**src/rtl/pwr_clamp_pkg.sv**
```systemverilog
package pwr_clamp_pkg;
  localparam int unsigned CLAMP_W  = 8;
  localparam int unsigned RAMP_LEN = 5;
  localparam int unsigned STEP_W   = $clog2(RAMP_LEN);

  localparam logic [CLAMP_W-1:0] CLAMP_SHUT = 8'hFF;
  localparam logic [CLAMP_W-1:0] CLAMP_FULL = 8'h00;

  typedef enum logic [1:0] {ST_IDLE, ST_OPEN, ST_CLOSE} seq_state_e;

  // graduated open ramp; order is behaviour
  function automatic logic [CLAMP_W-1:0] ramp_value(input logic [STEP_W-1:0] idx);
    case (idx)
      3'd0:    ramp_value = 8'hFF;
      3'd1:    ramp_value = 8'hFE;
      3'd2:    ramp_value = 8'hF8;
      3'd3:    ramp_value = 8'hF0;
      default: ramp_value = 8'h00;
    endcase
  endfunction
endpackage

```
**src/rtl/pwr_clamp_hold_timer.sv**
```systemverilog
module pwr_clamp_hold_timer #(
  parameter int unsigned HOLD_CYC = 1000
) (
  input  logic clk_i,
  input  logic rst_ni,
  input  logic load_i,
  output logic expire_o
);
  localparam int unsigned CNT_W = $clog2(HOLD_CYC + 1);

  logic [CNT_W-1:0] cnt_q;
  logic             active_q;

  always_ff @(posedge clk_i or negedge rst_ni) begin
    if (!rst_ni) begin
      cnt_q    <= '0;
      active_q <= 1'b0;
    end else if (load_i) begin
      cnt_q    <= CNT_W'(HOLD_CYC - 1);
      active_q <= 1'b1;
    end else if (active_q) begin
      if (cnt_q == '0) active_q <= 1'b0;
      else             cnt_q    <= cnt_q - 1'b1;
    end
  end

  assign expire_o = active_q && (cnt_q == '0);

  assert_count_down_R3: assert property (@(posedge clk_i) disable iff (!rst_ni)
    (active_q && cnt_q != '0 && !load_i) |=> (cnt_q == $past(cnt_q) - 1'b1));
endmodule

```
**src/rtl/pwr_clamp_ctrl.sv**
```systemverilog
module pwr_clamp_ctrl
  import pwr_clamp_pkg::*;
(
  input  logic               clk_i,
  input  logic               rst_ni,
  input  logic               start_i,
  input  logic               enable_i,
  input  logic               expire_i,
  output logic               load_o,
  output logic [CLAMP_W-1:0] clamp_o,
  output logic               busy_o,
  output logic               done_o
);
  seq_state_e         state_q, state_d;
  logic [STEP_W-1:0]  step_q, step_d;
  logic [CLAMP_W-1:0] clamp_q, clamp_d;
  logic               done_q, done_d;

  always_comb begin
    state_d = state_q;
    step_d  = step_q;
    clamp_d = clamp_q;
    done_d  = 1'b0;
    load_o  = 1'b0;
    unique case (state_q)
      ST_IDLE: if (start_i) begin
        if (!enable_i) begin
          state_d = ST_CLOSE;
          clamp_d = CLAMP_SHUT;
          load_o  = 1'b1;
        end else if (clamp_q == CLAMP_FULL) begin
          done_d = 1'b1;  // already open: skip ramp
        end else begin
          state_d = ST_OPEN;
          step_d  = '0;
          clamp_d = ramp_value('0);
          load_o  = 1'b1;
        end
      end
      ST_OPEN: if (expire_i) begin
        if (step_q == STEP_W'(RAMP_LEN - 1)) begin
          state_d = ST_IDLE;
          done_d  = 1'b1;
        end else begin
          step_d  = step_q + 1'b1;
          clamp_d = ramp_value(step_q + 1'b1);
          load_o  = 1'b1;
        end
      end
      ST_CLOSE: if (expire_i) begin
        state_d = ST_IDLE;
        done_d  = 1'b1;
      end
      default: state_d = ST_IDLE;
    endcase
  end

  always_ff @(posedge clk_i or negedge rst_ni) begin
    if (!rst_ni) begin
      state_q <= ST_IDLE;
      step_q  <= '0;
      clamp_q <= CLAMP_SHUT;
      done_q  <= 1'b0;
    end else begin
      state_q <= state_d;
      step_q  <= step_d;
      clamp_q <= clamp_d;
      done_q  <= done_d;
    end
  end

  assign clamp_o = clamp_q;
  assign busy_o  = (state_q != ST_IDLE);
  assign done_o  = done_q;

  assert_ramp_order_R2: assert property (@(posedge clk_i) disable iff (!rst_ni)
    (clamp_q != $past(clamp_q)) |->
      (clamp_q == 8'hFF ||
       ($past(clamp_q) == 8'hFF && clamp_q == 8'hFE) ||
       ($past(clamp_q) == 8'hFE && clamp_q == 8'hF8) ||
       ($past(clamp_q) == 8'hF8 && clamp_q == 8'hF0) ||
       ($past(clamp_q) == 8'hF0 && clamp_q == 8'h00)));

  assert_close_shut_R4: assert property (@(posedge clk_i) disable iff (!rst_ni)
    (state_q == ST_CLOSE) |-> (clamp_q == CLAMP_SHUT));

  assert_skip_open_R5: assert property (@(posedge clk_i) disable iff (!rst_ni)
    (!busy_o && start_i && enable_i && clamp_q == CLAMP_FULL) |=>
      (done_q && !busy_o && clamp_q == CLAMP_FULL));

  assert_done_pulse_R6: assert property (@(posedge clk_i) disable iff (!rst_ni)
    done_q |=> !done_q);

  assert_busy_ignore_R7: assert property (@(posedge clk_i) disable iff (!rst_ni)
    (busy_o && !expire_i) |=> ($stable(clamp_q) && busy_o));
endmodule

```
**src/rtl/pwr_clamp_seq.sv**
```systemverilog
module pwr_clamp_seq
  import pwr_clamp_pkg::*;
#(
  parameter int unsigned CYCLES_PER_US = 100,
  parameter int unsigned HOLD_US       = 10,
  parameter int unsigned CLUSTER_ID    = 0,
  parameter int unsigned CORE_ID       = 0,
  parameter int unsigned ADDR_W        = 12
) (
  input  logic              clk_i,
  input  logic              rst_ni,
  input  logic              start_i,
  input  logic              enable_i,
  output logic [7:0]        clamp_o,
  output logic              busy_o,
  output logic              done_o,
  output logic [ADDR_W-1:0] reg_addr_o
);
  localparam int unsigned HOLD_CYC  = HOLD_US * CYCLES_PER_US;
  localparam int unsigned BASE_OFFS = 'h140;
  localparam int unsigned REG_OFFS  = BASE_OFFS + 'h10 * CLUSTER_ID + 'h4 * CORE_ID;
  localparam int unsigned AGE_W     = $clog2(HOLD_CYC + 1);

  logic load, expire;

  pwr_clamp_hold_timer #(.HOLD_CYC(HOLD_CYC)) u_timer (
    .clk_i   (clk_i),
    .rst_ni  (rst_ni),
    .load_i  (load),
    .expire_o(expire)
  );

  pwr_clamp_ctrl u_ctrl (
    .clk_i   (clk_i),
    .rst_ni  (rst_ni),
    .start_i (start_i),
    .enable_i(enable_i),
    .expire_i(expire),
    .load_o  (load),
    .clamp_o (clamp_o),
    .busy_o  (busy_o),
    .done_o  (done_o)
  );

  assign reg_addr_o = ADDR_W'(REG_OFFS);

  // hold-age checker: cycles each clamp value has been observed
  logic [7:0]       prev_q;
  logic [AGE_W-1:0] age_q;

  always_ff @(posedge clk_i or negedge rst_ni) begin
    if (!rst_ni) begin
      prev_q <= CLAMP_SHUT;
      age_q  <= AGE_W'(HOLD_CYC);
    end else begin
      prev_q <= clamp_o;
      if (clamp_o != prev_q)             age_q <= AGE_W'(1);
      else if (age_q != AGE_W'(HOLD_CYC)) age_q <= age_q + 1'b1;
    end
  end

  assert_min_hold_R3: assert property (@(posedge clk_i) disable iff (!rst_ni)
    (clamp_o != prev_q) |-> (age_q == AGE_W'(HOLD_CYC)));

  assert_done_busy_R6: assert property (@(posedge clk_i) disable iff (!rst_ni)
    (done_o && $past(busy_o)) |-> !busy_o);
endmodule

```
**config.mk**
```make
export PLATFORM = sky130hd
export DESIGN_NAME = pwr_clamp_seq
export DESIGN_NICKNAME = d
export VERILOG_FILES = /design/src/rtl/pwr_clamp_pkg.sv /design/src/rtl/pwr_clamp_hold_timer.sv /design/src/rtl/pwr_clamp_ctrl.sv /design/src/rtl/pwr_clamp_seq.sv
export SDC_FILE = /design/constraint.sdc
export NUM_CORES = 1
export LEC_CHECK = 0
export BUFFER_PORTS_ARGS = -buffer_cell sky130_fd_sc_hd__buf_2
export CORE_UTILIZATION = 49
export DETAILED_ROUTE_END_ITERATION = 10
export PLACE_DENSITY_LB_ADDON = 0.12
export SETUP_SLACK_MARGIN = 0.4
export SLEW_MARGIN = 0
export SYNTH_ARGS = -nofsm -noshare
export SYNTH_HDL_FRONTEND = slang
export SYNTH_SLANG_ARGS = --single-unit
```
**constraint.sdc**
```tcl
create_clock -name clk_i -period 2.4 [get_ports clk_i]
set_clock_uncertainty 0.15 [all_clocks]
set_input_delay 0.48 -clock clk_i [delete_from_list [all_inputs] [get_ports clk_i]]
set_output_delay 0.48 -clock clk_i [all_outputs]
set_load 0.02 [all_outputs]
```
==> run summary <==
CTS tree = built
Startpoint type of the worst setup path = flop
Fmax = 502 MHz
Gpl congestion = 0.809
CTS Buf Count = 3
Die Y = 54.8 um
Antenna Cells = 0
Htree depth = 1
Hold Path Class = in -> reg
DP HPWL = 1.76 mm
Post-layout min period = 1.99 ns
Via density per instance = 5.39
Drt drc = 0
Slew HR = 66.5%
Worst-path clk slew = 0.13 ns
Worst Path Max Fanout = 5
Row cnt = 18
Maximum vdd drop = 0.493 mV
CP Class = reg -> reg
Reg2reg start = u_timer.cnt_q[1]
Pins Over Slew Limit = 0
RSZ-0062 raised after global routing = yes
Vias in the first global route = 916
Share of layout cells above drive strength 1 = 30.1%
Mapped Area = 1370 sq um
CP Launch Point = u_timer.cnt_q[1]
Setup Viol. Count Final = 0
Drt first pass iters = 4
First-pass GRT wire length = 4.17 mm
YS warnings = 0
Worst EP required = 2.46 ns
Clock Latency Late Sink = 0.31 ns
Hold WS = 0.301 ns
Min-delay src = start_i
GR Util All Layers = 19.8%
Cell count after synthesis = 141
Leak Pwr = 0.673 nW
CP arrival = 2.05 ns
Initial antenna violation count = 0
Pin count of the biggest net entering global routing = 22
Power Dens Cells = 788 nW/um^2
Initial core utilization = 53.3%
GRT overflow = 0
Via count = 1041
Avg Cell Area, Syn = 9.70 sq um
PortBufs = 13
Worst setup EP type = flop
Total die area = 3010 sq um
Antenna viol nets, final = 0
Per-cell routed wire length = 14.0 um
Max_cap viols = 0
CTS sink cnt = 21
Outcome = finished, final reports clean
Synth Register Bits = 21
Worst slew pin tran = 0.497 ns
Core area = 2570 sq um
Fin Setup TNS = 0 ns
Register area share after synthesis = 38.8%
Die Wd = 54.8 um
Layout area overhead = 14.7%
Netlist cell types = 41
First DRT Iteration DRCs = 20
Ports = 26
Clock Tree Root = clkbuf_4
Clk buf depth = 2
Final period util = 83.0%
Final Hold Viols = 0
Final nets = 175
WL final = 2.69 mm
## Yosys cell counts
cell type | count | area share (%)
buf_4 | 17 | 9.3
dfrtp_1 | 17 | 31
nand2_1 | 12 | 3.3
nor2_1 | 10 | 2.7
inv_1 | 8 | 2.2
ha_1 | 7 | 6.4
a21oi_1 | 5 | 1.8
nor3_1 | 5 | 1.8
dfstp_2 | 4 | 7.7
mux2_2 | 4 | 3.3
nand3_1 | 4 | 1.5
or3_1 | 4 | 1.8
nand2b_1 | 3 | 1.4
nand3b_1 | 3 | 1.6
nor4_1 | 3 | 1.4
o211ai_1 | 3 | 1.6
o21ai_0 | 3 | 1.1
xnor2_1 | 3 | 1.9
conb_1 | 2 | 0.55
nand4_1 | 2 | 0.91
nor2b_1 | 2 | 0.91
a211oi_1 | 1 | 0.55
a21boi_0 | 1 | 0.55
a22oi_1 | 1 | 0.55
a31oi_1 | 1 | 0.46
and3_1 | 1 | 0.46
mux2i_1 | 1 | 0.73
nand3_2 | 1 | 0.73
nor3b_1 | 1 | 0.55
nor4b_2 | 1 | 1.1
nor4b_4 | 1 | 1.7
o21a_2 | 1 | 0.64
o21ai_1 | 1 | 0.37
o2bb2ai_1 | 1 | 0.64
o311ai_0 | 1 | 0.64
o31ai_1 | 1 | 0.55
o41ai_4 | 1 | 2.0
or4_4 | 1 | 0.82
or4b_4 | 1 | 1.0
or4bb_1 | 1 | 0.82
xor2_1 | 1 | 0.64
## report_power, final
part | total, mW | internal, mW | switching [mW]
Clock | 0.181 | 0.0648 | 0.116
Combinational | 0.527 | 0.233 | 0.293
Sequential | 0.529 | 0.426 | 0.103
Total | 1.24 | 0.724 | 0.512
## stage by stage
stage / utilization (%) / std cells / area (sq um) / power [mW] / worst slack (ns)
2_1_floorplan: - / 151 / 1410 / 0.843 / 0.434
3_3_place_gp: 54.0 / 178 / 1390 / 0.919 / 0.281
3_5_place_dp: 54.0 / 178 / 1390 / 0.934 / 0.253
4_1_cts: 58.2 / 190 / 1490 / 1.19 / 0.405
5_1_grt: 61.1 / 193 / 1570 / 1.33 / 0.310
6_report: 61.1 / 193 / 1570 / 1.24 / 0.408
## logic make-up after synthesis
| group | share of synthesized area (%) |
|---|---|
| fa+ha+maj | 6.40 |
| buf+inv | 11.5 |
| flops | 38.8 |
| mux | 4.03 |
| other cells | 0.549 |
| xor+xnor | 2.56 |
| compound gates | 11.5 |
| simple gates | 24.6 |
## per-layer routing
metal  share of wire, %  wire length, um  GRT usage, %
met5                  0                0             0
met2                 45             1210          29.5
met3                4.6              124          2.78
met1                 49             1330          28.1
met4                1.2               31          8.12
## registers in the layout, indices dropped and copies added, names as in the netlist
signal and flops:
u_timer.cnt_q 10, u_ctrl.step_q 3, u_ctrl.state_q 2, u_timer.active_q 1, u_ctrl.done_o 1, u_ctrl.clamp_o 4
## worst paths after layout
kind                                      to  slack, ns  depth (start not counted)
min in group asynchronous      u_ctrl.done_o       0.49                          2
hold reg to reg             u_ctrl.step_q[2]       0.44                          1
max in group asynchronous  u_ctrl.clamp_o[6]       1.26                          2
setup / recovery            u_timer.cnt_q[8]       0.41                          6
hold / removal                 u_ctrl.done_o       0.30                          3
setup reg to reg            u_timer.cnt_q[8]       0.41                          6
## worst max-delay path, stage by stage, from the launching register on
cell     delay, ns
dfrtp_1       0.44
inv_2         0.09
ha_1          0.17
or4bb_4       0.59
nor4_4        0.23
xnor2_1       0.16
nand2_1       0.07
## area by class of cell
type | instances | area, sq um
Multi-Input combinational cell | 105 | 787
Sequential cell | 21 | 531
Inverter | 8 | 30.0
Fill cell | 221 | 998
Tap cell | 30 | 37.5
Timing Repair Buffer | 25 | 158
Clock buffer | 4 | 26.3
## what timing repair did
| action | in CTS | in global routing |
|---|---|---|
| buffers inserted | 7 | 3 |
| pin swaps | 2 | 4 |
| hold endpoints to repair | 17 | 0 |
| hold buffers | 1 | 0 |
| endpoints found under the setup margin | 10 | 12 |
| resized for setup | 3 | 14 |
## cells in the final DEF, fill, tap and decap left out, types with 4 or more instances in the layout
cell | synthesis | layout
conb_1 | 2 | 12
dfrtp_1 | 17 | 17
buf_4 | 17 | 11
nor3_1 | 5 | 5
inv_1 | 8 | 6
buf_2 | 0 | 13
nand3_1 | 4 | 4
mux2_4 | 0 | 4
or3_1 | 4 | 4
ha_1 | 7 | 6
nor2_1 | 10 | 10
a21oi_1 | 5 | 5
dfstp_2 | 4 | 4
nand2_1 | 12 | 12
Note: power is estimated with default switching activity, not from simulation.
